--- src/rtl/hazard_pkg.sv ---
package hazard_pkg;
  typedef struct packed {
    logic stall;
    logic holdPc;
    logic holdIr;
    logic kill;
  } stallStrobes_t;

  localparam int NUM_SRC = 2;
endpackage

--- src/rtl/hazard_ctrl.sv ---
module hazard_ctrl
  import hazard_pkg::*;
#(
  parameter int REG_AW = 5
) (
  input  logic [REG_AW-1:0] dofAddrA,
  input  logic [REG_AW-1:0] dofAddrB,
  input  logic              dofSelRegA,
  input  logic              dofSelRegB,
  input  logic [REG_AW-1:0] exDest,
  input  logic              exRegWr,
  output stallStrobes_t     strobes
);
  logic [REG_AW-1:0] srcAddr [NUM_SRC];
  logic [NUM_SRC-1:0] srcUsesReg;
  logic [NUM_SRC-1:0] srcConflict;

  assign srcAddr[0]    = dofAddrA;
  assign srcAddr[1]    = dofAddrB;
  assign srcUsesReg[0] = dofSelRegA;
  assign srcUsesReg[1] = dofSelRegB;

  // one comparator per read port
  for (genvar i = 0; i < NUM_SRC; i++) begin : g_src
    assign srcConflict[i] = srcUsesReg[i] && exRegWr && (exDest == srcAddr[i]);
  end

  logic anyConflict;
  assign anyConflict = |srcConflict;

  always_comb begin
    strobes.stall  = anyConflict;
    strobes.holdPc = anyConflict;
    strobes.holdIr = anyConflict;
    strobes.kill   = anyConflict;
  end
endmodule

--- src/rtl/hazard_dpath.sv ---
module hazard_dpath
  import hazard_pkg::*;
#(
  parameter int REG_AW = 5,
  parameter int BR_W   = 2
) (
  input  logic              clk,
  input  logic              rstN,
  input  stallStrobes_t     strobes,
  input  logic [REG_AW-1:0] dofDest,
  input  logic              dofRegWr,
  input  logic              dofMemWr,
  input  logic [BR_W-1:0]   dofBrSel,
  output logic [REG_AW-1:0] exDest,
  output logic              exRegWr,
  output logic              exMemWr,
  output logic [BR_W-1:0]   exBrSel
);
  logic [REG_AW-1:0] nxtDest;
  logic              nxtRegWr;
  logic              nxtMemWr;
  logic [BR_W-1:0]   nxtBrSel;

  // bubble: every control heading into execute becomes zero
  always_comb begin
    if (strobes.kill) begin
      nxtDest  = '0;
      nxtRegWr = 1'b0;
      nxtMemWr = 1'b0;
      nxtBrSel = '0;
    end else begin
      nxtDest  = dofDest;
      nxtRegWr = dofRegWr;
      nxtMemWr = dofMemWr;
      nxtBrSel = dofBrSel;
    end
  end

  always_ff @(posedge clk or negedge rstN) begin
    if (!rstN) begin
      exDest  <= '0;
      exRegWr <= 1'b0;
      exMemWr <= 1'b0;
      exBrSel <= '0;
    end else begin
      exDest  <= nxtDest;
      exRegWr <= nxtRegWr;
      exMemWr <= nxtMemWr;
      exBrSel <= nxtBrSel;
    end
  end
endmodule

--- src/rtl/hazard_stall_unit.sv ---
module hazard_stall_unit
  import hazard_pkg::*;
#(
  parameter int REG_AW = 5,
  parameter int BR_W   = 2
) (
  input  logic              clk,
  input  logic              rstN,
  input  logic [REG_AW-1:0] dofAddrA,
  input  logic [REG_AW-1:0] dofAddrB,
  input  logic              dofSelRegA,
  input  logic              dofSelRegB,
  input  logic [REG_AW-1:0] dofDest,
  input  logic              dofRegWr,
  input  logic              dofMemWr,
  input  logic [BR_W-1:0]   dofBrSel,
  output logic              stall,
  output logic              holdPc,
  output logic              holdIr,
  output logic              killCtl,
  output logic [REG_AW-1:0] exDest,
  output logic              exRegWr,
  output logic              exMemWr,
  output logic [BR_W-1:0]   exBrSel
);
  stallStrobes_t strobes;

  hazard_ctrl #(.REG_AW(REG_AW)) u_ctrl (
    .dofAddrA   (dofAddrA),
    .dofAddrB   (dofAddrB),
    .dofSelRegA (dofSelRegA),
    .dofSelRegB (dofSelRegB),
    .exDest     (exDest),
    .exRegWr    (exRegWr),
    .strobes    (strobes)
  );

  hazard_dpath #(.REG_AW(REG_AW), .BR_W(BR_W)) u_dpath (
    .clk      (clk),
    .rstN     (rstN),
    .strobes  (strobes),
    .dofDest  (dofDest),
    .dofRegWr (dofRegWr),
    .dofMemWr (dofMemWr),
    .dofBrSel (dofBrSel),
    .exDest   (exDest),
    .exRegWr  (exRegWr),
    .exMemWr  (exMemWr),
    .exBrSel  (exBrSel)
  );

  assign stall   = strobes.stall;
  assign holdPc  = strobes.holdPc;
  assign holdIr  = strobes.holdIr;
  assign killCtl = strobes.kill;
endmodule

--- config.mk ---
export PLATFORM = sky130hd
export DESIGN_NAME = hazard_stall_unit
export DESIGN_NICKNAME = d
export VERILOG_FILES = /design/src/rtl/hazard_pkg.sv /design/src/rtl/hazard_ctrl.sv /design/src/rtl/hazard_dpath.sv /design/src/rtl/hazard_stall_unit.sv
export SDC_FILE = /design/constraint.sdc
export NUM_CORES = 1
export LEC_CHECK = 0
export ABC_AREA = 1
export BUFFER_PORTS_ARGS = -buffer_cell sky130_fd_sc_hd__buf_2
export CAP_MARGIN = 20
export CORE_MARGIN = 5
export CORE_UTILIZATION = 30
export DETAILED_ROUTE_END_ITERATION = 10
export PLACE_DENSITY = 0.67
export SLEW_MARGIN = 20
export SYNTH_ARGS = -nofsm -noshare
export SYNTH_HDL_FRONTEND = slang
export SYNTH_HIERARCHICAL = 1
export SYNTH_SLANG_ARGS = --single-unit
--- constraint.sdc ---
create_clock -name clk -period 1.3 [get_ports clk]
set_input_delay 0.26 -clock clk [delete_from_list [all_inputs] [get_ports clk]]
set_output_delay 0.26 -clock clk [all_outputs]
set_load 0.02 [all_outputs]
==> qor.csv <==
metric,value,unit
cell depth of the worst hold path,3,
Required @ worst endpoint,1.04,ns
Initial DRC Count,7,
Core Area,1750,um^2
critical path capture point type,primary output,
Yosys warning count,6,
Synth-to-Final Area Change,47.8,%
crit-path max FO,5,
number of global-route vias before repair,641,
nets,148,
design area,816,um^2
GPL Wtd Cong,0.815,
H-tree Lvls,1,
dominant cell type by area after synthesis,dfrtp_1,
die width,52.9,um
#FFs+latches synth,9,
dpl hpwl,1.14,mm
Peak VDD IR,0.580,mV
max_cap viols,0,
crit path cell chain,nand2_1 > o21ai_1 > nor2_1 > nand3_1 > nand2_4 > buf_6,
CTS Buf Count,3,
Vias per Instance,3.99,
LEAKAGE,0.000523,uW
Post-Route Utilization,0.467,
placed cell count,143,
RSZ-0062 raised after global routing,yes,
worst hold-check path type,in2reg,
GRT Residual Overflow,0,
outcome,"finished, violations left",
IO Port Bufs,35,
worst path buffer plus inverter count,1,
Yosys top cell area share,0.408,
filler instances,181,
final slew viol count,0,
Initial Util,0.316,
Tot Pwr,697,uW
final setup vio count,4,
antenna-violating nets left,0,
die area,2800,um^2
clock transition at the registers of the reported paths,0.06,ns
Setup Skew,0.00299,ns
Slew @ Worst Pin,0.197,ns
DRT Wirelength,1.38,mm
syn avg cell area,6.34,um^2
placed cell areas,732,um^2
WS Path Type,reg2out,
Stages on worst setup path,6,
Routed WL per cell,9.23,um
deepest clock path buffer count,2,
Initial DRT Pass Iterations,4,
fin crit share,1.20,
reg2reg path depth,7,
most frequent cells in the layout,"buf_2, nand2_1, inv_1",
final hold violations,0,
DRC Markers,0,
clk_lat worst skew,0.25,ns
min Tclk post-route,1.56,ns
Post-Synthesis Cells,87,
syn nets,110,
global-route usage over all layers,0.111,
area of the mapped netlist,552,um^2
row count,15,
layout cells sized above 1,0.435,
"CP delay by family, top",simple AND/OR/NAND/NOR gates,
global-route wire length before repair,2.37,mm
Achievable Freq,641,MHz
initial antenna violation count,0,
Pwr Density,854,nW/um^2
largest net degree at the start of global routing,10,
die height,52.9,um
failing checks,setup timing,
Critical-path top delay cell,dfrtp_2,
CTS tree,yes,
Ant. Diodes,0,
Final Non-Filler Cells,149,
I/O pin cnt,36,
final worst slack,-0.260,ns
"commonest non-fill, non-tap cell in the layout",buf_2,
Clk Tree Root Cell,clkbuf_4,
max_slew headroom,0.868,
"Seq/Total Area, Yosys",0.408,
CP peak stage delay,0.42,ns
DR vias,595,
number of distinct library cells after synthesis,10,
clk sink count,9,
startpoint class of the critical path,flop,
Synth area leaders,"dfrtp_1, nand2_1, inv_1, nor2_1, buf_4",
CP arrival,1.30,ns
[cells in the mapped netlist]
cell,count
nand2_1,29
nor2_2,3
buf_4,4
dfrtp_1,9
buf_6,1
nor2_1,14
nand3_1,2
inv_1,23
clkinv_1,1
o21ai_1,1
[power by group]
group / switching [uW] / leakage [uW] / internal, uW / total [uW]
sequential: 13.7 / 0.0000994 / 300 / 314
combinational: 98.9 / 0.000408 / 74.2 / 173
clock: 92.2 / 0.0000150 / 118 / 210
[logic make-up after synthesis]
group | Yosys count | share of synthesized area
simple gates | 48 | 0.345
buf+inv | 29 | 0.238
flops | 9 | 0.408
compound gates | 1 | 0.00906
[flip-flops by register name, summed over array words and instances, names as in the netlist]
register / count
u_dpath/exMemWr: 1
u_dpath/exBrSel: 2
u_dpath/exRegWr: 1
u_dpath/exDest: 5
[repair_timing]
action	CTS	global route
hold buffers	1	0
endpoints found under the setup margin	4	13
hold endpoints to repair	9	0
buffers inserted	2	0
gates cloned	0	0
resized for setup	13	2
pin swaps	1	3
[path summary, 6_finish.rpt]
path	from	to	slack, ns
max reg2reg	u_dpath/exDest[1]$_DFF_PN0_	u_dpath/exMemWr$_DFF_PN0_	0.04
min in group asynchronous	rstN	u_dpath/exBrSel[1]$_DFF_PN0_	0.38
max	u_dpath/exDest[1]$_DFF_PN0_	holdIr	-0.26
max in group asynchronous	rstN	u_dpath/exRegWr$_DFF_PN0_	0.72
min reg2reg	u_dpath/exDest[3]$_DFF_PN0_	u_dpath/exBrSel[1]$_DFF_PN0_	1.00
min	dofDest[0]	u_dpath/exDest[0]$_DFF_PN0_	0.20
[final cells by class]
cell class | count | area, um^2 | share of cell area
inverter | 24 | 90.1 | 0.110
sequential | 9 | 233 | 0.285
tap | 25 | 31.3 | 0.0383
clock buffer | 4 | 26.3 | 0.0322
multi-input combinational | 49 | 210 | 0.258
timing repair buffer | 38 | 225 | 0.276
[worst register-to-register path, delay by kind of cell (launching register included)]
| family | cells | cell delay (ns) |
|---|---|---|
| AND/OR/NAND/NOR | 5 | 0.49 |
| AO/OA/AOI/OAI | 1 | 0.06 |
| flip-flops | 1 | 0.42 |
| buffers and inverters | 1 | 0.17 |
[through the flow]
| stage | hold WS (ns) | setup TNS (ns) | worst slack [ns] |
|---|---|---|---|
| floorplan | -0.0356 | 0 | 0.0223 |
| global placement | 0.117 | -0.00239 | -0.00114 |
| detailed placement | 0.121 | -0.0739 | -0.0221 |
| CTS | 0.188 | -0.973 | -0.244 |
| global route | 0.199 | -1.36 | -0.314 |
| finish | 0.195 | -1.03 | -0.260 |
[metal layers]
metal / share of wire / vias up / track usage
li1: - / 309 / -
met1: 0.39 / 255 / 0.120
met2: 0.51 / 27 / 0.196
met3: 0.085 / 4 / 0.0254
met4: 0.020 / 0 / 0.0638
met5: 0 / - / 0
Note: power is estimated with default switching activity, not from simulation.
